<file path="src/rtl/ser_tx_pkg.sv">
package ser_tx_pkg;
  localparam int unsigned SMP_W   = 24;
  localparam int unsigned MIN_LEN = 4;
  localparam int unsigned LEN_W   = $clog2(SMP_W + 1);

  typedef logic [SMP_W-1:0] smp_t;

  typedef struct packed {
    smp_t left;
    smp_t right;
  } frame_t;
endpackage

</file>
<file path="src/rtl/ser_tx_sync.sv">
module ser_tx_sync #(
  parameter int unsigned N      = 3,
  parameter int unsigned STAGES = 2
) (
  input  logic         clk_i,
  input  logic         rst_ni,
  input  logic [N-1:0] d_i,
  output logic [N-1:0] q_o
);
  localparam int unsigned CHAIN_W = N * STAGES;

  logic [CHAIN_W-1:0] chain_q;

  generate
    if (STAGES == 1) begin : g_single
      always_ff @(posedge clk_i or negedge rst_ni) begin
        if (!rst_ni) chain_q <= '0;
        else         chain_q <= d_i;
      end
    end else begin : g_multi
      always_ff @(posedge clk_i or negedge rst_ni) begin
        if (!rst_ni) chain_q <= '0;
        else         chain_q <= {chain_q[CHAIN_W-N-1:0], d_i};
      end
    end
  endgenerate

  assign q_o = chain_q[CHAIN_W-1 -: N];
endmodule

</file>
<file path="src/rtl/ser_tx_trig.sv">
module ser_tx_trig (
  input  logic clk_i,
  input  logic rst_ni,
  input  logic bclk_s_i,
  input  logic lr_s_i,
  input  logic wclk_s_i,
  input  logic bclk_inv_i,
  input  logic lr_trig_i,
  output logic launch_o,
  output logic trig_o,
  output logic left_o
);
  logic bclk_q;
  logic lr_q;
  logic wclk_q;

  // launch edge is opposite to the sampling edge
  always_comb begin
    launch_o = bclk_inv_i ? (bclk_s_i & ~bclk_q) : (~bclk_s_i & bclk_q);
    trig_o   = launch_o & (lr_trig_i ? (lr_s_i ^ lr_q) : (wclk_s_i & ~wclk_q));
    left_o   = lr_s_i;
  end

  always_ff @(posedge clk_i or negedge rst_ni) begin
    if (!rst_ni) begin
      bclk_q <= 1'b0;
      lr_q   <= 1'b0;
      wclk_q <= 1'b0;
    end else begin
      bclk_q <= bclk_s_i;
      if (launch_o) begin
        lr_q   <= lr_s_i;
        wclk_q <= wclk_s_i;
      end
    end
  end
endmodule

</file>
<file path="src/rtl/ser_tx_buf.sv">
module ser_tx_buf
  import ser_tx_pkg::*;
(
  input  logic   clk_i,
  input  logic   rst_ni,
  input  logic   valid_i,
  input  smp_t   left_i,
  input  smp_t   right_i,
  input  logic   trig_i,
  input  logic   trig_left_i,
  output logic   ready_o,
  output frame_t frame_o
);
  frame_t hold_q;
  frame_t cur_q;
  logic   busy_q;
  logic   taken_q;

  assign ready_o = ~busy_q;

  // left trigger reads the hold register directly so an undelayed MSB sees it
  always_comb frame_o = (trig_i & trig_left_i) ? hold_q : cur_q;

  always_ff @(posedge clk_i or negedge rst_ni) begin
    if (!rst_ni) begin
      hold_q  <= '0;
      cur_q   <= '0;
      busy_q  <= 1'b0;
      taken_q <= 1'b0;
    end else begin
      if (trig_i) begin
        if (trig_left_i) begin
          cur_q <= hold_q;
          if (busy_q) taken_q <= 1'b1;
        end else if (taken_q) begin
          busy_q  <= 1'b0;
          taken_q <= 1'b0;
        end
      end
      if (valid_i && !busy_q) begin
        hold_q  <= '{left: left_i, right: right_i};
        busy_q  <= 1'b1;
        taken_q <= 1'b0;
      end
    end
  end
endmodule

</file>
<file path="src/rtl/ser_tx_shift.sv">
module ser_tx_shift
  import ser_tx_pkg::*;
(
  input  logic             clk_i,
  input  logic             rst_ni,
  input  logic             launch_i,
  input  logic             trig_i,
  input  logic             trig_left_i,
  input  logic             msb_dly_i,
  input  logic [LEN_W-1:0] len_i,
  input  frame_t           frame_i,
  output logic             sdata_o,
  output logic             load_o,
  output logic [LEN_W-1:0] bits_left_o
);
  smp_t             sh_q;
  logic [LEN_W-1:0] cnt_q;
  logic             pend_q;
  logic             pend_left_q;
  logic             sd_q;
  logic             now_ld;
  logic             ld_left;
  smp_t             ld_word;

  always_comb begin
    now_ld  = trig_i & ~msb_dly_i;
    load_o  = launch_i & (now_ld | pend_q);
    ld_left = now_ld ? trig_left_i : pend_left_q;
    ld_word = ld_left ? frame_i.left : frame_i.right;
  end

  always_ff @(posedge clk_i or negedge rst_ni) begin
    if (!rst_ni) begin
      sh_q        <= '0;
      cnt_q       <= '0;
      pend_q      <= 1'b0;
      pend_left_q <= 1'b0;
      sd_q        <= 1'b0;
    end else if (launch_i) begin
      pend_q <= trig_i & msb_dly_i;
      if (trig_i) pend_left_q <= trig_left_i;
      if (load_o) begin
        sd_q  <= ld_word[SMP_W-1];
        sh_q  <= {ld_word[SMP_W-2:0], 1'b0};
        cnt_q <= len_i - LEN_W'(1);
      end else if (cnt_q != '0) begin
        sd_q  <= sh_q[SMP_W-1];
        sh_q  <= {sh_q[SMP_W-2:0], 1'b0};
        cnt_q <= cnt_q - LEN_W'(1);
      end else begin
        sd_q <= 1'b0;
      end
    end
  end

  assign sdata_o     = sd_q;
  assign bits_left_o = cnt_q;
endmodule

</file>
<file path="src/rtl/ser_audio_tx.sv">
module ser_audio_tx
  import ser_tx_pkg::*;
#(
  parameter int unsigned SYNC_STAGES = 2
) (
  input  logic             clk_i,
  input  logic             rst_ni,
  input  logic             bclk_i,
  input  logic             lrclk_i,
  input  logic             wclk_i,
  input  logic             bclk_inv_i,
  input  logic             msb_dly_i,
  input  logic             lr_trig_i,
  input  logic [LEN_W-1:0] field_len_i,
  input  logic             smp_valid_i,
  input  logic [SMP_W-1:0] smp_left_i,
  input  logic [SMP_W-1:0] smp_right_i,
  output logic             smp_ready_o,
  output logic             sdata_o
);
  logic [2:0]       sync_q;
  logic             launch;
  logic             trig;
  logic             trig_left;
  logic             load;
  logic [LEN_W-1:0] bits_left;
  logic [LEN_W-1:0] len_eff;
  frame_t           frame;

  always_comb begin
    if (field_len_i < LEN_W'(MIN_LEN))    len_eff = LEN_W'(MIN_LEN);
    else if (field_len_i > LEN_W'(SMP_W)) len_eff = LEN_W'(SMP_W);
    else                                  len_eff = field_len_i;
  end

  ser_tx_sync #(.N(3), .STAGES(SYNC_STAGES)) u_sync (
    .clk_i  (clk_i),
    .rst_ni (rst_ni),
    .d_i    ({bclk_i, lrclk_i, wclk_i}),
    .q_o    (sync_q)
  );

  ser_tx_trig u_trig (
    .clk_i      (clk_i),
    .rst_ni     (rst_ni),
    .bclk_s_i   (sync_q[2]),
    .lr_s_i     (sync_q[1]),
    .wclk_s_i   (sync_q[0]),
    .bclk_inv_i (bclk_inv_i),
    .lr_trig_i  (lr_trig_i),
    .launch_o   (launch),
    .trig_o     (trig),
    .left_o     (trig_left)
  );

  ser_tx_buf u_buf (
    .clk_i       (clk_i),
    .rst_ni      (rst_ni),
    .valid_i     (smp_valid_i),
    .left_i      (smp_left_i),
    .right_i     (smp_right_i),
    .trig_i      (trig),
    .trig_left_i (trig_left),
    .ready_o     (smp_ready_o),
    .frame_o     (frame)
  );

  ser_tx_shift u_shift (
    .clk_i       (clk_i),
    .rst_ni      (rst_ni),
    .launch_i    (launch),
    .trig_i      (trig),
    .trig_left_i (trig_left),
    .msb_dly_i   (msb_dly_i),
    .len_i       (len_eff),
    .frame_i     (frame),
    .sdata_o     (sdata_o),
    .load_o      (load),
    .bits_left_o (bits_left)
  );
endmodule

</file>
<file path="config.mk">
export PLATFORM = sky130hd
export DESIGN_NAME = ser_audio_tx
export DESIGN_NICKNAME = d
export VERILOG_FILES = /design/src/rtl/ser_tx_pkg.sv /design/src/rtl/ser_tx_sync.sv /design/src/rtl/ser_tx_trig.sv /design/src/rtl/ser_tx_buf.sv /design/src/rtl/ser_tx_shift.sv /design/src/rtl/ser_audio_tx.sv
export SDC_FILE = /design/constraint.sdc
export NUM_CORES = 1
export LEC_CHECK = 0
export BUFFER_PORTS_ARGS = -buffer_cell sky130_fd_sc_hd__clkbuf_2
export CORE_ASPECT_RATIO = 1.75
export CORE_MARGIN = 4
export CORE_UTILIZATION = 62
export CTS_CLUSTER_DIAMETER = 150
export CTS_CLUSTER_SIZE = 25
export DETAILED_ROUTE_END_ITERATION = 10
export GPL_ROUTABILITY_DRIVEN = 0
export GPL_TIMING_DRIVEN = 0
export PLACE_DENSITY = 0.84
export SYNTH_ARGS = -nofsm -noshare
export SYNTH_HDL_FRONTEND = slang
export SYNTH_SLANG_ARGS = --single-unit
</file>
<file path="constraint.sdc">
create_clock -name clk_i -period 4.28 [get_ports clk_i]
set_input_delay 0.428 -clock clk_i [delete_from_list [all_inputs] [get_ports clk_i]]
set_output_delay 0.428 -clock clk_i [all_outputs]
set_load 0.02 [all_outputs]
</file>
# After elaboration in Yosys (flattened, before gate mapping)
# Index checks and enable logic that the tools add are counted.
dict set report classes {
  add_sub_neg 2
  n_lt_le_gt_ge 2
  eq_ne 2
  n_mux 21
  bitwise 15
  n_reduce_logical 11
}
# cell n
set op_table {}
lappend op_table {{24-bit 2-to-1 mux} 3}
lappend op_table {{48-bit 2-to-1 mux} 1}
lappend op_table {{5-bit 2-to-1 mux} 4}
lappend op_table {{1-bit 2-to-1 mux} 13}
lappend op_table {{5-bit by 1-bit subtractor with 5-bit output (second input constant)} 2}
lappend op_table {{1-bit bitwise AND} 8}
lappend op_table {{2-bit AND reduction} 4}
lappend op_table {{2-bit nonzero test} 3}
lappend op_table {{5-bit > comparator (second input constant)} 1}
lappend op_table {{5-bit by 3-bit < comparator with 1-bit output (second input constant)} 1}
lappend op_table {{1-bit NOT} 5}
lappend op_table {{5-bit nonzero test} 1}
lappend op_table {{3-bit by 1-bit != test with 1-bit output (second input constant)} 1}
lappend op_table {{3-bit AND reduction} 1}
lappend op_table {{2-bit by 1-bit != test with 1-bit output (second input constant)} 1}
lappend op_table {{1-bit logical AND} 1}
lappend op_table {{1-bit logical NOT} 1}
lappend op_table {{1-bit OR} 1}
lappend op_table {{1-bit XOR} 1}
dict set report totals {
  ff_bits 139
  out_inout_bits 2
  elab_cells 68
}

# Longest topological paths before layout
dict set report logic_depth {
  ltp_word 9
  mapped_depth 12
  depth_no_buf 10
}

# Hierarchy
# Synthesis repeated with hierarchy kept, for this count alone.
dict set report unflattened {
  cells_unflattened 427
  area_unflattened_um2 5958.2
}
# module instances cells_each area_per_inst_um2 seq_area_each_um2
set modules_own_cells {}
lappend modules_own_cells {ser_tx_buf 1 213 3768.6 2452.4}
lappend modules_own_cells {ser_tx_shift 1 183 1813.0 775.7}
lappend modules_own_cells {ser_tx_sync 1 9 172.7 150.1}
lappend modules_own_cells {ser_tx_trig 1 13 156.4 75.1}
lappend modules_own_cells {ser_audio_tx 1 9 47.5 0.0}

# Worst setup path after synthesis
# No wires, ideal clock.
dict set report synth_timing {
  path_type {input to register}
  start {input bclk_inv_i}
  end {register u_shift.cnt_q[2], in the netlist u_shift.bits_left_o[2]}
  arrival_ns 2.292
  t_required_ns 4.157
  slack_ns 1.865
  path_stages 11
  n_path_buf 2
  cell_sequence {and3b_1 -> or2_2 -> buf_2 -> and2_1 -> clkbuf_1 -> o21ai_0 -> inv_1 -> ha_1 -> nor2_1 -> nor2_1 -> o221a_2}
}
dict set report synth_between {
  elab_chain_len 7
  elab_cells_between_ends 8
}
# item line
set synth_rtl {}
lappend synth_rtl {{from (decl)} ser_audio_tx.sv:11} ;# input logic bclk_inv_i,
lappend synth_rtl {{1-bit 2-to-1 mux *} ser_tx_trig.sv:19} ;# launch_o = bclk_inv_i ? (bclk_s_i & ~bclk_q) : (~bclk_s_i & bclk_q);
lappend synth_rtl {{1-bit bitwise AND} ser_tx_trig.sv:20} ;# trig_o = launch_o & (lr_trig_i ? (lr_s_i ^ lr_q) : (wclk_s_i & ~wclk_q));
lappend synth_rtl {{1-bit bitwise AND} ser_tx_shift.sv:26} ;# now_ld = trig_i & ~msb_dly_i;
lappend synth_rtl {{1-bit OR} ser_tx_shift.sv:27} ;# load_o = launch_i & (now_ld | pend_q);
lappend synth_rtl {{1-bit bitwise AND} ser_tx_shift.sv:27}
lappend synth_rtl {{2-bit nonzero test (no source line)} --}
lappend synth_rtl {{2-bit AND reduction (no source line)} --}
lappend synth_rtl {{to (signal assigned)} ser_tx_shift.sv:45} ;# cnt_q <= len_i - LEN_W'(1);
lappend synth_rtl {{to (signal assigned)} ser_tx_shift.sv:49} ;# cnt_q <= cnt_q - LEN_W'(1);
lappend synth_rtl {{to (decl)} ser_tx_shift.sv:17} ;# logic [LEN_W-1:0] cnt_q;
# Mark *: on every way between the ends. The rest lies on a longest branch, timed or not.
# A chain may end at the register's enable or synchronous reset.

# Worst setup path after layout
dict set report layout_timing {
  start {register u_sync.chain_q[5]}
  end {register u_shift.cnt_q[2], in the netlist u_shift.bits_left_o[2]}
}
dict set report layout_between {
  elab_chain_len 9
  elab_cells_between_ends 11
}
# item line
set layout_rtl {}
lappend layout_rtl {{from (decl)} ser_tx_sync.sv:12} ;# logic [CHAIN_W-1:0] chain_q;
lappend layout_rtl {{from (signal assigned)} ser_tx_sync.sv:23} ;# else chain_q <= {chain_q[CHAIN_W-N-1:0], d_i};
lappend layout_rtl {{1-bit NOT} ser_tx_trig.sv:19}
lappend layout_rtl {{1-bit bitwise AND} ser_tx_trig.sv:19}
lappend layout_rtl {{1-bit 2-to-1 mux *} ser_tx_trig.sv:19}
lappend layout_rtl {{1-bit bitwise AND} ser_tx_trig.sv:20}
lappend layout_rtl {{1-bit bitwise AND} ser_tx_shift.sv:26}
lappend layout_rtl {{1-bit OR} ser_tx_shift.sv:27}
lappend layout_rtl {{1-bit bitwise AND} ser_tx_shift.sv:27}
lappend layout_rtl {{2-bit nonzero test (no source line)} --}
lappend layout_rtl {{2-bit AND reduction (no source line)} --}
# Marked as above.

==> flow_summary.ini <==
[logic_synthesis]
synth-edff-count = 0
synth.top_cell.area_share = 0.6082
ys.flop_type = dfrtp_1
avgSynthCellArea_sq_um = 13.85
yosysWarnings = 0
syn_nets = 473
ys_types = 43
netlist_area_sq_mm = 0.005678
async_flop_share = 1.000
ys_seq_area_frac = 0.6082
synthTopCellsByArea = dfrtp_1 (61%), mux2_2 (19%), mux2i_1 (4.1%)
synthCells = 410
ys_ff_latch = 138
yosys.area.top_type = dfrtp_1

[run_status]
violations = hold timing
status = complete, but fails checks

[floorplanning]
num_rows = 46
ioPinCount = 64
initial_core_util = 0.6324
die_x_um = 80.34
fp.coreArea_sq_mm = 0.008979
die-area_sq_mm = 0.01081
chipHeight_um = 134.6

[timing]
tightestPinTransition_ps = 669.3
final.period_utilization = 0.6435
relSlewSlack = 0.5538
tns_ps = 0
hold_viol_final = 3
fin_crit_ps = 2754
rsz0062_at_grt = no
finalSetupViolCount = 0
fin_worst_skew_ps = 8.503
fin_ws_ps = 1526
finalMaxSlewViolations = 0
max_freq_mhz = 363.1
whs_ps = -9.193

[worst_hold_path]
hold_class = in2async

[clock_network]
htreeDepth = 4
holdBufCountCts = 0
clockRootBuffer = clkbuf_16
post_cts_buffers = 0
clock_sinks = 138
cts_tree = yes
clock_latency_ps = 410
numCtsBuffers = 17
path_clk_slew_ps = 60
cts_buffer_depth = 2
cts_resized = 0

[cells_and_area]
drive_gt1_frac = 0.4150
fin_cells = 626
fin_nets = 556
regArea_sq_mm = 0.003453
n_fill_cell = 593
multi_input_area_sq_mm = 0.002091
antenna_cells = 0
syn2layout_area_growth_pct = 18.62

[placed_design]
dp_slack_ps = 1443
io_buffers = 63
dp_hpwl_mm = 7.773
placed_cells = 594

[global_route]
grt_max_degree = 73
antenna_found_initial = 0
gr-total-overflow = 0
grt_pass1_vias = 3957
grt_pass1_wl_mm = 18.89
globalRouteTotalUtil = 0.2331

[worst_setup_path]
startpoint_type = register
worstPathArrival_ps = 3060
worstSetupPathType = reg2reg
cp.required_ps = 4580
path_max_fanout = 10
critPathCaptureType = register

[routing]
first_iter_violations = 162
wl_mm = 11.39
vias = 3605
wl_per_cell_um = 18.19
drcViolationCount = 0
via_per_inst = 5.759
drt_pass1_iterations = 5
antenna_left = 0

[power]
p_per_area_mw_per_mm2 = 693.8
power.total_w = 0.004673
p_leak_nw = 3.068
ir_worst_vdd_uv = 416.7

[flow_run]
timing.max_cap.violations = 0
sequential cells by signal, summed over array words and instances, names as in the netlist:
| register | cells |
|---|---|
| u_sync.chain_q | 6 |
| u_buf.cur_q | 48 |
| u_trig.bclk_q | 1 |
| u_trig.wclk_q | 1 |
| u_shift.sh_q | 23 |
| u_shift.pend_q | 1 |
| u_buf.busy_q | 1 |
| u_shift.bits_left_o | 5 |
| u_buf.hold_q | 48 |
| u_shift.sdata_o | 1 |
| u_trig.lr_q | 1 |
| u_buf.taken_q | 1 |
| u_shift.pend_left_q | 1 |
final timing paths:
kind                                              from                                 end  slack (ps)  cells after the start
setup / recovery           u_sync.chain_q[5]$_DFF_PN0_  u_shift.bits_left_o[2]$_DFFE_PN0P_        1530                     11
hold / removal                                  rst_ni           u_trig.wclk_q$_DFFE_PN0P_          -9                      1
setup reg to reg           u_sync.chain_q[5]$_DFF_PN0_  u_shift.bits_left_o[2]$_DFFE_PN0P_        1530                     11
hold reg to reg            u_sync.chain_q[2]$_DFF_PN0_         u_sync.chain_q[5]$_DFF_PN0_         340                      0
max in group asynchronous                       rst_ni        u_shift.sh_q[10]$_DFFE_PN0P_        3570                      2
min in group clk_i                              bclk_i         u_sync.chain_q[2]$_DFF_PN0_         120                      1
layout by cell type, fill, tap and decap left out, drive strengths merged, types with 2 or more instances in the layout:
master | netlist | final
a21oi | 10 | 10
a22oi | 22 | 22
and3 | 2 | 2
buf | 13 | 14
clkbuf | 9 | 92
clkinv | 0 | 6
clkinvlp | 0 | 4
dfrtp | 138 | 138
inv | 5 | 6
mux2 | 98 | 98
mux2i | 23 | 23
nand2 | 12 | 12
nor2 | 11 | 11
nor2b | 2 | 2
nor3 | 5 | 5
nor3b | 4 | 4
o211ai | 2 | 2
o21ai | 29 | 29
o21bai | 2 | 2
or2 | 3 | 3
per-layer routing:
layer / up-vias / global-route usage / part of all wire / wire (um)
li1: 1654 / - / - / -
met1: 1850 / 0.2599 / 0.37 / 4233
met2: 76 / 0.4036 / 0.57 / 6471
met3: 25 / 0.06342 / 0.034 / 389
met4: 0 / 0.1147 / 0.026 / 293
met5: - / 0 / 0 / 0
area by class of cell:
cell class	instances	area share
timing repair buffer	64	0.05220
inverter	5	0.002787
clock inverter	12	0.01468
sequential	138	0.5127
tap	120	0.02229
multi-input combinational	245	0.3104
buffer	22	0.01709
clock buffer	20	0.06781
cell usage after synthesis (2+ instances only):
cell,count
dfrtp_1,138
mux2_2,96
inv_1,5
o211ai_1,2
nor2_1,11
buf_6,3
a21oi_1,10
o21bai_1,2
buf_1,2
clkbuf_1,9
nor2b_1,2
nor3_1,5
o21ai_0,28
or2_2,3
nor3b_1,3
nand2_1,12
and3_1,2
buf_2,8
mux2i_1,23
a22oi_1,22
mux2_4,2
worst max-delay path, cell delays in order (launching register included):
cell      delay (ps)
dfrtp_1          400
and3b_1          200
or2_2            280
buf_2            190
and2_1           150
clkbuf_1         180
o21ai_0          430
inv_1             90
ha_1             280
nor2_1           120
nor2_1            50
o221a_2          270
power by group:
part | total [W] | internal (W) | switching (W) | leakage, nW
Clock | 0.00136 | 0.000823 | 0.000533 | 0.268
Sequential | 0.00218 | 0.00188 | 0.000291 | 1.70
Combinational | 0.00114 | 0.000628 | 0.000512 | 1.10
per-stage QoR:
stage,utilization,instance area (sq um)
5_1_grt,0.7501,6735
4_1_cts,0.7501,6735
3_5_place_dp,0.6883,6180
6_report,0.7501,6735
2_1_floorplan,-,5678
3_3_place_gp,0.6842,6143
kinds of logic (layout without fill, tap and decap cells):
group / Yosys count / after routing / synth area share
multiplexers: 121 / 121 / 0.2362
buffers and inverters: 27 / 123 / 0.02358
XOR/XNOR: 1 / 1 / 0.001543
AND/OR/NAND/NOR: 47 / 47 / 0.04341
flip-flops: 138 / 138 / 0.6082
adder cells (fa/ha/maj): 2 / 2 / 0.003966
AO/OA/AOI/OAI: 74 / 74 / 0.08308
(Power assumes the default switching activity.)
